==> config.mk <==
export PLATFORM = sky130hd
export DESIGN_NAME = smb_reg_slave
export DESIGN_NICKNAME = d
export VERILOG_FILES = /design/src/rtl/smb_pkg.sv /design/src/rtl/smb_line_mon.sv /design/src/rtl/smb_addr_match.sv /design/src/rtl/smb_link_fsm.sv /design/src/rtl/smb_reg_slave.sv
export SDC_FILE = /design/constraint.sdc
export NUM_CORES = 1
export LEC_CHECK = 0
export CAP_MARGIN = 20
export CORE_MARGIN = 1.5
export CORE_UTILIZATION = 50
export CTS_CLUSTER_SIZE = 14
export DETAILED_ROUTE_END_ITERATION = 10
export PLACE_DENSITY = 0.82
export SLEW_MARGIN = 20
export SYNTH_ARGS = -nofsm -noshare
export SYNTH_HDL_FRONTEND = slang
export SYNTH_SLANG_ARGS = --single-unit
==> constraint.sdc <==
create_clock -name clk -period 4.4 [get_ports clk]
set_input_delay 0.88 -clock clk [delete_from_list [all_inputs] [get_ports clk]]
set_output_delay 0.88 -clock clk [all_outputs]
set_load 0.05 [all_outputs]
==> src/rtl/smb_pkg.sv <==
// Shared types for the SMBus register slave.
// Assumes: 7-bit addressing and 8-bit bytes, fixed by the bus protocol.
package smb_pkg;
    localparam int BYTE_W = 8;
    localparam int ADR_W  = 7;

    typedef enum logic [3:0] {
        ST_IDLE,
        ST_ADDR,
        ST_CMD,
        ST_WDATA,
        ST_WEXTRA,
        ST_ACK,
        ST_TX,
        ST_MACK,
        ST_WAIT
    } smb_state_e;

    typedef enum logic [1:0] {
        HIT_NONE,
        HIT_OWN,
        HIT_MASS,
        HIT_ARA
    } smb_hit_e;
endpackage

==> src/rtl/smb_line_mon.sv <==
// Bus line monitor: finds SCL edges and START/STOP conditions.
// Assumes: scl_i/sda_i are already synchronized to clk; one cycle of history.
module smb_line_mon (
    input  logic clk,
    input  logic rst_n,
    input  logic scl_i,
    input  logic sda_i,
    output logic scl_rise,
    output logic scl_fall,
    output logic start_det,
    output logic stop_det
);
    logic scl_q;
    logic sda_q;

    // Keep the previous level of both lines (idle bus is high).
    always_ff @(posedge clk) begin
        if (!rst_n) begin
            scl_q <= 1'b1;
            sda_q <= 1'b1;
        end else begin
            scl_q <= scl_i;
            sda_q <= sda_i;
        end
    end

    // Edge and condition decode from current and previous levels.
    always_comb begin
        scl_rise  = scl_i & ~scl_q;
        scl_fall  = ~scl_i & scl_q;
        start_det = scl_i & scl_q & sda_q & ~sda_i;
        stop_det  = scl_i & scl_q & ~sda_q & sda_i;
    end
endmodule

==> src/rtl/smb_addr_match.sv <==
// Address decoder for the first byte of a transfer.
// Assumes: byte is {addr[6:0], rw}; own address wins over the special ones.
module smb_addr_match
    import smb_pkg::*;
#(
    parameter logic [ADR_W-1:0] MASS_ADDR = 7'h5F,
    parameter logic [ADR_W-1:0] ARA_ADDR  = 7'h0C
) (
    input  logic [BYTE_W-1:0] addr_byte,
    input  logic [ADR_W-1:0]  dev_addr,
    input  logic              alert_pend,
    output smb_hit_e          hit
);
    logic [ADR_W-1:0] adr;
    logic             rw;

    // Classify the received address byte.
    always_comb begin
        adr = addr_byte[BYTE_W-1:1];
        rw  = addr_byte[0];
        if (adr == dev_addr)
            hit = HIT_OWN;
        else if (adr == MASS_ADDR && !rw)
            hit = HIT_MASS;
        else if (adr == ARA_ADDR && rw && alert_pend)
            hit = HIT_ARA;
        else
            hit = HIT_NONE;
    end
endmodule

==> src/rtl/smb_link_fsm.sv <==
// Byte-level transfer engine: shifts bytes, drives ACK and read data,
// keeps the register pointer and issues write and alert strobes.
// Assumes: SDA is changed only on a detected SCL fall; START/STOP take
// priority over every state.
module smb_link_fsm
    import smb_pkg::*;
#(
    parameter int PTR_W = 3
) (
    input  logic              clk,
    input  logic              rst_n,
    input  logic              scl_rise,
    input  logic              scl_fall,
    input  logic              start_det,
    input  logic              stop_det,
    input  logic              sda_i,
    input  smb_hit_e          hit,
    input  logic [ADR_W-1:0]  dev_addr,
    input  logic [BYTE_W-1:0] rd_data,
    output logic [BYTE_W-1:0] rx_byte,
    output logic              sda_oe,
    output logic [PTR_W-1:0]  ptr,
    output logic              wr_en,
    output logic [BYTE_W-1:0] wr_data,
    output logic              ara_req
);
    localparam logic [3:0] LAST_BIT = 4'(BYTE_W);

    smb_state_e        state;
    smb_state_e        nxt;
    logic [BYTE_W-1:0] shreg;
    logic [3:0]        bitcnt;
    logic [BYTE_W-1:0] tx_hold;
    logic              is_ara;
    logic              mack;
    logic [BYTE_W-1:0] tx_first;

    // First byte of a read: own address for an alert answer, else the register.
    assign tx_first = is_ara ? tx_hold : rd_data;
    assign rx_byte  = shreg;

    // Protocol sequencing, one step per detected bus event.
    always_ff @(posedge clk) begin
        if (!rst_n) begin
            state   <= ST_IDLE;
            nxt     <= ST_IDLE;
            shreg   <= '0;
            bitcnt  <= '0;
            tx_hold <= '0;
            is_ara  <= 1'b0;
            mack    <= 1'b0;
            sda_oe  <= 1'b0;
            ptr     <= '0;
            wr_en   <= 1'b0;
            wr_data <= '0;
            ara_req <= 1'b0;
        end else begin
            wr_en   <= 1'b0;
            ara_req <= 1'b0;
            if (stop_det) begin
                state  <= ST_IDLE;
                sda_oe <= 1'b0;
                bitcnt <= '0;
            end else if (start_det) begin
                state  <= ST_ADDR;
                sda_oe <= 1'b0;
                bitcnt <= '0;
            end else begin
                case (state)
                    ST_ADDR, ST_CMD, ST_WDATA, ST_WEXTRA: begin
                        if (scl_rise && bitcnt < LAST_BIT) begin
                            shreg  <= {shreg[BYTE_W-2:0], sda_i};
                            bitcnt <= bitcnt + 4'd1;
                        end else if (scl_fall && bitcnt == LAST_BIT) begin
                            bitcnt <= '0;
                            case (state)
                                ST_ADDR: begin
                                    if (hit == HIT_NONE) begin
                                        state <= ST_WAIT;
                                    end else begin
                                        sda_oe <= 1'b1;
                                        state  <= ST_ACK;
                                        is_ara <= (hit == HIT_ARA);
                                        if (hit == HIT_ARA) begin
                                            ara_req <= 1'b1;
                                            tx_hold <= {dev_addr, 1'b0};
                                            nxt     <= ST_TX;
                                        end else if (shreg[0]) begin
                                            nxt <= ST_TX;
                                        end else begin
                                            nxt <= ST_CMD;
                                        end
                                    end
                                end
                                ST_CMD: begin
                                    ptr    <= shreg[PTR_W-1:0];
                                    sda_oe <= 1'b1;
                                    state  <= ST_ACK;
                                    nxt    <= ST_WDATA;
                                end
                                ST_WDATA: begin
                                    wr_en   <= 1'b1;
                                    wr_data <= shreg;
                                    sda_oe  <= 1'b1;
                                    state   <= ST_ACK;
                                    nxt     <= ST_WEXTRA;
                                end
                                default: begin
                                    sda_oe <= 1'b1;
                                    state  <= ST_ACK;
                                    nxt    <= ST_WEXTRA;
                                end
                            endcase
                        end
                    end
                    ST_ACK: begin
                        if (scl_fall) begin
                            state  <= nxt;
                            bitcnt <= '0;
                            if (nxt == ST_TX) begin
                                tx_hold <= tx_first;
                                shreg   <= tx_first;
                                sda_oe  <= ~tx_first[BYTE_W-1];
                            end else begin
                                sda_oe <= 1'b0;
                            end
                        end
                    end
                    ST_TX: begin
                        if (scl_rise && bitcnt < LAST_BIT) begin
                            bitcnt <= bitcnt + 4'd1;
                        end else if (scl_fall) begin
                            if (bitcnt == LAST_BIT) begin
                                sda_oe <= 1'b0;
                                state  <= ST_MACK;
                                bitcnt <= '0;
                            end else begin
                                shreg  <= {shreg[BYTE_W-2:0], 1'b0};
                                sda_oe <= ~shreg[BYTE_W-2];
                            end
                        end
                    end
                    ST_MACK: begin
                        if (scl_rise) begin
                            mack <= ~sda_i;
                        end else if (scl_fall) begin
                            if (mack) begin
                                shreg  <= tx_hold;
                                sda_oe <= ~tx_hold[BYTE_W-1];
                                state  <= ST_TX;
                            end else begin
                                state <= ST_WAIT;
                            end
                        end
                    end
                    default: begin
                        sda_oe <= 1'b0;
                    end
                endcase
            end
        end
    end
endmodule

==> src/rtl/smb_reg_slave.sv <==
// Top of the SMBus register slave: wires the line monitor, the address
// decoder and the transfer engine. Assumes synchronized bus inputs and an
// external register file that returns rd_data for rd_addr combinationally.
module smb_reg_slave
    import smb_pkg::*;
#(
    parameter int               PTR_W     = 3,
    parameter logic [ADR_W-1:0] MASS_ADDR = 7'h5F,
    parameter logic [ADR_W-1:0] ARA_ADDR  = 7'h0C
) (
    input  logic              clk,
    input  logic              rst_n,
    input  logic              scl_i,
    input  logic              sda_i,
    input  logic [ADR_W-1:0]  dev_addr,
    input  logic              alert_pend,
    input  logic [BYTE_W-1:0] rd_data,
    output logic              sda_oe,
    output logic [PTR_W-1:0]  rd_addr,
    output logic              wr_en,
    output logic [PTR_W-1:0]  wr_addr,
    output logic [BYTE_W-1:0] wr_data,
    output logic              ara_req
);
    logic              scl_rise;
    logic              scl_fall;
    logic              start_det;
    logic              stop_det;
    logic [BYTE_W-1:0] rx_byte;
    logic [PTR_W-1:0]  ptr;
    smb_hit_e          hit;

    smb_line_mon u_mon (
        .clk       (clk),
        .rst_n     (rst_n),
        .scl_i     (scl_i),
        .sda_i     (sda_i),
        .scl_rise  (scl_rise),
        .scl_fall  (scl_fall),
        .start_det (start_det),
        .stop_det  (stop_det)
    );

    smb_addr_match #(
        .MASS_ADDR (MASS_ADDR),
        .ARA_ADDR  (ARA_ADDR)
    ) u_match (
        .addr_byte  (rx_byte),
        .dev_addr   (dev_addr),
        .alert_pend (alert_pend),
        .hit        (hit)
    );

    smb_link_fsm #(
        .PTR_W (PTR_W)
    ) u_fsm (
        .clk       (clk),
        .rst_n     (rst_n),
        .scl_rise  (scl_rise),
        .scl_fall  (scl_fall),
        .start_det (start_det),
        .stop_det  (stop_det),
        .sda_i     (sda_i),
        .hit       (hit),
        .dev_addr  (dev_addr),
        .rd_data   (rd_data),
        .rx_byte   (rx_byte),
        .sda_oe    (sda_oe),
        .ptr       (ptr),
        .wr_en     (wr_en),
        .wr_data   (wr_data),
        .ara_req   (ara_req)
    );

    assign rd_addr = ptr;
    assign wr_addr = ptr;
endmodule

==> impl_metrics.tcl, run 1 <==
set metrics [dict create \
    placed_area_um2 3050 \
    syn_inst 345 \
    setup_tns_ns 0 \
    cp-start-kind "primary input" \
    cap_violations 0 \
    p_leak_nw 1.10 \
    layout.cells.non_filler 432 \
    die_x_um 77.0 \
    power.total_mw 0.788 \
    final_nets 383 \
    rsz0062_at_grt "no" \
    reg2reg_depth 6 \
    drc_errors 1 \
    top_usage_layer "met1" \
    use_met1_pct 37.5 \
    clkTransAtPathRegs_ns 0.08 \
    core_area_um2 5200 \
    wl_per_cell_um 16.4 \
    cts_resized 0 \
    cts_buffers 5 \
    diodes 0 \
    synthDistinctLibCells 59 \
    violations "DRC" \
    hold_path_depth 2 \
    ys.flop_type "dfxtp_1" \
    netlist_area_um2 2740 \
    io_pins 37 \
    drt-initial-drc-count 399 \
    final_cell_mix "45 x dfxtp_1, 42 x nor2_1, 36 x clkdlybuf4s50_1" \
    yosysSeqAreaShare_pct 32.9 \
    drive_gt1_share_pct 6.91 \
    grt.met2_usage_pct 35.8 \
    areaGrowthSynthToFinish_pct 15.1 \
    tritoncts "yes" \
    max_freq_mhz 361 \
    grt_first_pass_wirelength_um 11900 \
    antenna_found_initial 0 \
    hp-start "u_fsm.sda_oe$_SDFFE_PP0P_" \
    cts_hold_buf 0 \
    critical_path.max_fanout 16 \
    dieArea_um2 5930 \
    synth_edf_count 0 \
    routabilityCongestion 0.901 \
    routed_wl_um 7110 \
    status "finished, violations left" \
    layout_min_cycle_time_ns 2.77 \
    syn_nets 367 \
    crit_arrival_ns 3.02 \
    crit_type "in2reg" \
    cts.sinks 45 \
    relSlewSlack_pct 39.6 \
    first_pass_iters 9 \
    cts_buffer_depth 2 \
    r2r_slack_ns 1.77 \
    clock_latency_ns 0.31 \
    die_h_um 77.0 \
    grt_use_met3_pct 3.69 \
    slew_viol_final 0 \
    post_cts_buffers 0 \
    hold_end "u_fsm.sda_oe$_SDFFE_PP0P_" \
    fp-row-count 26 \
    vias_per_cell 6.11 \
    ant_nets 0 \
    hold_viol 0 \
    initial_core_util_pct 52.6 \
    setup_violations 0 \
    fin_util_pct 60.6 \
    crit-reg2reg-launch "u_fsm.state[1]$_SDFFE_PP0P_" \
    period_share_pct 62.9 \
    regToRegEndpoint "u_fsm.tx_hold[0]$_SDFFE_PN0P_" \
    worst_slew_pin_slew_ns 0.904 \
    synth_seq_cells 45 \
    cts_max_level 2 \
    crit_required_ns 4.65 \
    fin_area_um2 3150 \
    hpwl_um 4820 \
    layout_commonest_cell "dfxtp_1" \
    crit_path_end_kind "register" \
    grt_pass1_vias 2375 \
    grt_overflow_total 0 \
    finClkSkew_ns 0.00882 \
    grt_max_degree 29 \
    peakVddDrop_uv 148 \
    vias 2640 \
    hp-class "reg2reg" \
    p_per_area_nw_per_um2 250 \
    grt.total_usage_pct 25.1 \
    place_inst 424 \
    syn_area_per_cell_um2 7.94 \
    root_buffer "clkbuf_8" \
    io_buffers 36 \
    ys_async_sr_fraction_pct 0 \
    yosys_warnings 0 \
]
-- registers in the layout, indices dropped and copies added, names as in the netlist --
| register | count |
|---|---|
| u_fsm.ara_req | 1 |
| u_mon.sda_q | 1 |
| u_fsm.bitcnt | 4 |
| u_mon.scl_q | 1 |
| u_fsm.nxt | 3 |
| u_fsm.wr_en | 1 |
| u_fsm.wr_data | 8 |
| u_fsm.state | 4 |
| u_fsm.ptr | 3 |
| u_fsm.is_ara | 1 |
| u_fsm.sda_oe | 1 |
| u_fsm.rx_byte | 8 |
| u_fsm.mack | 1 |
| u_fsm.tx_hold | 8 |
-- cell type report --
type	instances	area, um^2
Clock inverter	2	13.8
Inverter	9	33.8
Timing Repair Buffer	38	375
Tap cell	70	87.6
Multi-Input combinational cell	262	1660
Clock buffer	6	82.6
Fill cell	464	2050
Sequential cell	45	901
-- kinds of logic after synthesis --
logic type	after synthesis	share of synthesized area (%)
xor gates and xnor gates	8	2.56
AOI/OAI and AO/OA	97	23.2
muxes	23	8.46
buffers and inverters	38	6.86
DFF	45	32.9
and+or+nand+nor	132	25.1
adders and majority gates	2	0.914
-- where the power goes --
part,internal (mW),leakage [nW],switching [mW],total [mW]
sequential,0.410,0.363,0.0102,0.420
clock,0.128,0.0512,0.153,0.281
combinational,0.0378,0.683,0.0494,0.0872
total,0.576,1.10,0.213,0.788
-- routing by layer --
layer | vias to the layer above | share of wire, %
li1 | 1269 | -
met1 | 1206 | 45
met2 | 145 | 44
met3 | 20 | 8.3
met4 | 0 | 2.6
met5 | - | 0
-- through the flow --
step	hold slack [ns]	worst slack, ns
2_1_floorplan	0.446	2.24
3_3_place_gp	0.455	1.36
3_5_place_dp	0.463	1.36
4_1_cts	0.476	1.66
5_1_grt	0.498	1.46
6_report	0.477	1.63
-- worst max-delay path, cell delays in order --
cell and delay, ns:
clkdlybuf4s50_1 0.51, inv_1 0.17, nand2_1 0.13, nor4_1 0.42
o21ai_2 0.29, or4_1 0.53, nand3_1 0.09
-- synthesized netlist by cell type (5+ instances only) --
cell type | count | area (um^2)
a21oi_1 | 31 | 155
buf_2 | 6 | 30.0
buf_4 | 6 | 45.0
clkbuf_1 | 12 | 45.0
dfxtp_1 | 45 | 901
inv_1 | 8 | 30.0
mux2i_1 | 22 | 220
nand2_1 | 29 | 109
nand3_1 | 21 | 105
nor2_1 | 43 | 161
nor4_1 | 5 | 31.3
o211ai_1 | 5 | 37.5
o21ai_0 | 21 | 105
o21ai_1 | 6 | 30.0
o31ai_1 | 7 | 52.6
xor2_1 | 7 | 61.3
-- worst max-delay path by stage --
stage,start,end,slack (ns),cells past startpoint
2_1_floorplan,dev_addr[5],u_fsm.tx_hold[4]$_SDFFE_PN0P_,2.24,7
4_1_cts,scl_i,u_fsm.tx_hold[0]$_SDFFE_PN0P_,1.66,7
5_1_grt,scl_i,u_fsm.tx_hold[0]$_SDFFE_PN0P_,1.46,7
6_report,scl_i,u_fsm.tx_hold[0]$_SDFFE_PN0P_,1.63,7
3_3_place_gp,scl_i,u_fsm.tx_hold[0]$_SDFFE_PN0P_,1.36,7
3_5_place_dp,scl_i,u_fsm.tx_hold[0]$_SDFFE_PN0P_,1.36,7
Power figures use the tool's default switching activity.
==> run 2, diff against run 1 <==
--- a/config.mk
+++ b/config.mk
@@ -10,7 +10,7 @@
 export CORE_UTILIZATION = 50
 export CTS_CLUSTER_SIZE = 14
 export DETAILED_ROUTE_END_ITERATION = 10
-export PLACE_DENSITY = 0.82
+export PLACE_DENSITY = 0.85
 export SLEW_MARGIN = 20
 export SYNTH_ARGS = -nofsm -noshare
 export SYNTH_HDL_FRONTEND = slang
==> constraint.sdc (replaced) <==
create_clock -name clk -period 2.5 [get_ports clk]
set_input_delay 0.5 -clock clk [delete_from_list [all_inputs] [get_ports clk]]
set_output_delay 0.5 -clock clk [all_outputs]
set_load 0.05 [all_outputs]
==> run 2 against run 1 <==
  * Total power up 87%
  * The run now ends clean
  * Highest routed layer unchanged
  * Clock skew down 0.0043 ns
  * Largest power group unchanged
  * Combinational power grew 100%
  * Sequential power is 75% higher
  * Register-to-register slack worse by 1.6 ns
  * Sequential share of layout area is 1.4 points lower
  * Clock power grew 100%
==> impl_metrics.tcl, run 2 (synthesis results as in run 1) <==
set metrics [dict create \
    cap_violations 0 \
    final_cell_mix "45 x dfxtp_1, 43 x nor2_1, 36 x clkdlybuf4s50_1" \
    io_pins 37 \
    die_h_um 77.0 \
    first_pass_iters 6 \
    critical_path.max_fanout 22 \
    root_buffer "clkbuf_8" \
    clock_latency_ns 0.31 \
    relSlewSlack_pct 41.5 \
    power.total_mw 1.47 \
    setup_violations 0 \
    final_nets 402 \
    grt_pass1_vias 2513 \
    place_ws_ns 0.0315 \
    antenna_found_initial 0 \
    rsz0062_at_grt "no" \
    p_leak_nw 1.20 \
    die_x_um 77.0 \
    tritoncts "yes" \
    vias_per_cell 6.01 \
    period_share_pct 91.6 \
    hpwl_um 5240 \
    peakVddDrop_uv 310 \
    grt_first_pass_wirelength_um 12100 \
    finClkSkew_ns 0.00455 \
    fp-row-count 26 \
    grt.total_usage_pct 25.1 \
    crit_type "reg2reg" \
    drt-initial-drc-count 289 \
    io_buffers 36 \
    routabilityCongestion 0.963 \
    hp-class "reg2reg" \
    setup_tns_ns 0 \
    slew_viol_final 0 \
    routed_wl_um 7400 \
    num-fill-cells 452 \
    crit_required_ns 2.73 \
    max_freq_mhz 437 \
    hold_viol 0 \
    cts_buffers 5 \
    cp-start-kind "register" \
    drive_gt1_share_pct 11.0 \
    worst_slew_pin_slew_ns 0.876 \
    cts_max_level 2 \
    wl_per_cell_um 16.4 \
    drc_errors 0 \
    setup_ws_ns 0.211 \
    clkTransAtPathRegs_ns 0.09 \
    grt_max_degree 23 \
    cts.sinks 45 \
    post_cts_buffers 0 \
    grt_overflow_total 0 \
    cts_buffer_depth 2 \
    crit_arrival_ns 2.52 \
    ant_nets 0 \
    initial_core_util_pct 52.6 \
    cts_hold_buf 0 \
    p_per_area_nw_per_um2 443 \
    status "finished clean" \
    layout_commonest_cell "dfxtp_1" \
    core_area_um2 5200 \
    cts_resized 0 \
    dieArea_um2 5930 \
    vias 2712 \
    crit_path_end_kind "register" \
    diodes 0 \
    layout_min_cycle_time_ns 2.29 \
    areaGrowthSynthToFinish_pct 21.3 \
]
[run 2: cell count changes in the layout (fill, tap and decap cells not counted)]
cell,previous run,this run
bufinv_16,0,1
clkbuf_1,0,1
buf_4,2,20
buf_12,0,1
clkinv_2,1,0
nor2_1,42,43
clkbuf_8,6,5
nor2_2,1,0
[run 2: metal layers]
layer	track usage, %	routed length (um)
met3	4.64	494
met5	0	0
met2	38.2	3280
met4	8.91	131
met1	35.2	3490
[run 2: area by class of cell]
| cell class | instances | area, um^2 | share of cell area [%] |
|---|---|---|---|
| Sequential cell | 45 | 901 | 27.1 |
| Clock buffer | 6 | 72.6 | 2.19 |
| Inverter | 9 | 33.8 | 1.02 |
| Tap cell | 70 | 87.6 | 2.64 |
| Multi-Input combinational cell | 262 | 1660 | 49.9 |
| Timing Repair Buffer | 57 | 531 | 16.0 |
| Clock inverter | 2 | 38.8 | 1.17 |
[run 2: final timing paths]
kind / from / to / slack [ns] / cells after the start
setup / recovery: u_fsm.state[2]$_SDFFE_PP0P_ / u_fsm.rx_byte[2]$_SDFFE_PN0P_ / 0.21 / 4
setup reg to reg: u_fsm.state[2]$_SDFFE_PP0P_ / u_fsm.rx_byte[2]$_SDFFE_PN0P_ / 0.21 / 4
hold reg to reg: u_fsm.tx_hold[6]$_SDFFE_PN0P_ / u_fsm.tx_hold[6]$_SDFFE_PN0P_ / 0.48 / 2
hold / removal: u_fsm.tx_hold[6]$_SDFFE_PN0P_ / u_fsm.tx_hold[6]$_SDFFE_PN0P_ / 0.48 / 2
[run 2: report_power, final]
part | total (mW) | leakage (nW) | internal (mW) | switching [mW]
clock | 0.563 | 0.0554 | 0.300 | 0.263
sequential | 0.734 | 0.363 | 0.722 | 0.0123
combinational | 0.174 | 0.785 | 0.0771 | 0.0968
total | 1.47 | 1.20 | 1.10 | 0.372
[run 2: critical path: stages, from the launching register on]
cell and delay, ns:
dfxtp_1 0.90, mux2_2 0.43, o221ai_2 0.59, nand3_1 0.19, o31ai_2 0.09
[run 2: per-stage QoR]
stage	cells	hold WS, ns	instance area (um^2)	util, %
2_1_floorplan	345	0.446	2740	-
3_3_place_gp	443	0.453	3210	61.6
3_5_place_dp	443	0.464	3210	61.6
4_1_cts	451	0.476	3320	63.8
5_1_grt	451	0.508	3320	63.8
6_report	451	0.480	3320	63.8
==> run 3, diff against run 2 <==
--- a/config.mk
+++ b/config.mk
@@ -10,7 +10,7 @@
 export CORE_UTILIZATION = 50
 export CTS_CLUSTER_SIZE = 14
 export DETAILED_ROUTE_END_ITERATION = 10
-export PLACE_DENSITY = 0.85
+export PLACE_DENSITY = 0.83
 export SLEW_MARGIN = 20
 export SYNTH_ARGS = -nofsm -noshare
 export SYNTH_HDL_FRONTEND = slang
==> constraint.sdc (replaced) <==
create_clock -name clk -period 2.14 [get_ports clk]
set_input_delay 0.428 -clock clk [delete_from_list [all_inputs] [get_ports clk]]
set_output_delay 0.428 -clock clk [all_outputs]
set_load 0.05 [all_outputs]
==> run 3 against run 2 <==
  * Cell count is 4.7% higher
  * Via count is 6.3% higher
  * Highest routed layer unchanged
  * Critical endpoint is now u_fsm.sda_oe$_SDFFE_PP0P_
  * Die area stayed put
  * Largest power group unchanged
==> impl_metrics.tcl, run 3 (synthesis results as in run 1) <==
set metrics [dict create \
    crit_type "in2reg" \
    io_pins 37 \
    crit_chain "clkdlybuf4s50_1, xor2_1, nor4_2, and2_1, nor3b_1, nand2b_1, a221oi_1" \
    finClkSkew_ns 0.00649 \
    dieArea_um2 5930 \
    crit_path_end_kind "register" \
    ant_nets 0 \
    clkTransAtPathRegs_ns 0.09 \
    drive_gt1_share_pct 16.9 \
    cts_buffers 5 \
    crit_arrival_ns 2.26 \
    critPathSlowestCell "clkdlybuf4s50_1" \
    p_leak_nw 1.31 \
    wl_per_cell_um 16.8 \
    critPathMaxStageDelay_ns 0.45 \
    peakVddDrop_uv 297 \
    cts_buffer_depth 2 \
    layout_commonest_cell "dfxtp_1" \
    setup_violations 0 \
    cp_top_family "simple AND/OR/NAND/NOR gates" \
    p_per_area_nw_per_um2 508 \
    grt.total_usage_pct 27.3 \
    post_cts_buffers 0 \
    cts_max_level 2 \
    routed_wl_um 7940 \
    routabilityCongestion 0.946 \
    seq_area_um2 902 \
    num-fill-cells 418 \
    fp-row-count 26 \
    fin_area_um2 3500 \
    grt_max_degree 18 \
    setup_tns_ns 0 \
    cap_violations 0 \
    hold_viol 0 \
    final_nets 423 \
    die_h_um 77.0 \
    cp_num_buf_inv 1 \
    vias 2882 \
    die_x_um 77.0 \
    layout_min_cycle_time_ns 2.05 \
    hpwl_um 5670 \
    areaGrowthSynthToFinish_pct 27.8 \
    place_inst 464 \
    layout.cells.non_filler 472 \
    grt_overflow_total 0 \
    final_cell_mix "44 x dfxtp_1, 43 x nor2_1, 41 x buf_4" \
    worst_slew_pin_slew_ns 0.545 \
    period_share_pct 95.6 \
    critical_path.max_fanout 6 \
    relSlewSlack_pct 63.3 \
    slew_viol_final 0 \
    setup_ws_ns 0.0934 \
    clock_latency_ns 0.30 \
    first_pass_iters 5 \
    root_buffer "clkbuf_8" \
    antenna_found_initial 0 \
    grt_first_pass_wirelength_um 13000 \
    tritoncts "yes" \
    io_buffers 36 \
    drc_errors 0 \
    fin_util_pct 67.2 \
    cp-start-kind "primary input" \
    crit_required_ns 2.35 \
    cts_hold_buf 0 \
    status "finished clean" \
    placed_area_um2 3370 \
    max_freq_mhz 489 \
    hp-class "reg2reg" \
    initial_core_util_pct 52.6 \
    vias_per_cell 6.11 \
    diodes 0 \
    multi_input_area_um2 1670 \
    grt_pass1_vias 2691 \
    core_area_um2 5200 \
    place_ws_ns -0.279 \
    drt-initial-drc-count 346 \
    cts.sinks 45 \
]
run 3: cell types whose count changed in the layout (fill, tap and decap cells not counted), sizes merged:
cell    delta
clkbuf     -1
inv        +1
buf       +21
run 3: worst reg2reg max path: stages, from the launching register on:
cell and delay, ns:
dfxtp_1 0.60, buf_4 0.24, nand2_1 0.10, nor2_1 0.26, buf_4 0.28, nor2_1 0.07, a211o_1 0.27, a21oi_1 0.12
run 3: cell type report:
cell class,instances,area share [%]
Clock buffer,5,1.97
Multi-Input combinational cell,262,47.7
Clock inverter,3,1.43
Tap cell,70,2.50
Inverter,9,0.966
Sequential cell,45,25.8
Timing Repair Buffer,78,19.7
run 3: report_power, final:
group          switching (mW)  internal [mW]  leakage (nW)
registers              0.0134          0.844         0.364
logic                   0.123          0.115         0.888
clock network           0.324          0.358        0.0603
run 3: metal layers:
metal / share of wire, % / wire length [um] / up-vias / global-route usage (%)
met5: 0 / 0 / - / 0
met3: 9.5 / 756 / 19 / 4.88
met4: 1.8 / 145 / 0 / 10.0
met1: 42 / 3370 / 1357 / 38.4
met2: 46 / 3660 / 154 / 41.7
li1: - / - / 1352 / -
run 3: final timing paths:
path,start,end,slack [ns],depth (start not counted)
worst max-delay path,dev_addr[5],u_fsm.sda_oe$_SDFFE_PP0P_,0.09,7
worst max register to register,u_fsm.state[2]$_SDFFE_PP0P_,u_fsm.tx_hold[6]$_SDFFE_PN0P_,0.15,7
worst min-delay path,u_fsm.tx_hold[4]$_SDFFE_PN0P_,u_fsm.tx_hold[4]$_SDFFE_PN0P_,0.47,2
worst min register to register,u_fsm.tx_hold[4]$_SDFFE_PN0P_,u_fsm.tx_hold[4]$_SDFFE_PN0P_,0.47,2
run 3: through the flow:
stage / power, mW / hold slack [ns]
2_1_floorplan: 0.993 / 0.446
3_3_place_gp: 1.10 / 0.453
3_5_place_dp: 1.11 / 0.463
4_1_cts: 1.78 / 0.476
5_1_grt: 1.84 / 0.502
6_report: 1.78 / 0.473
run 3: what timing repair did:
| action | in CTS | in global routing |
|---|---|---|
| gates resized for setup | 0 | 4 |
| setup endpoints to repair | 0 | 13 |
| endpoints found under the hold margin | 0 | 0 |
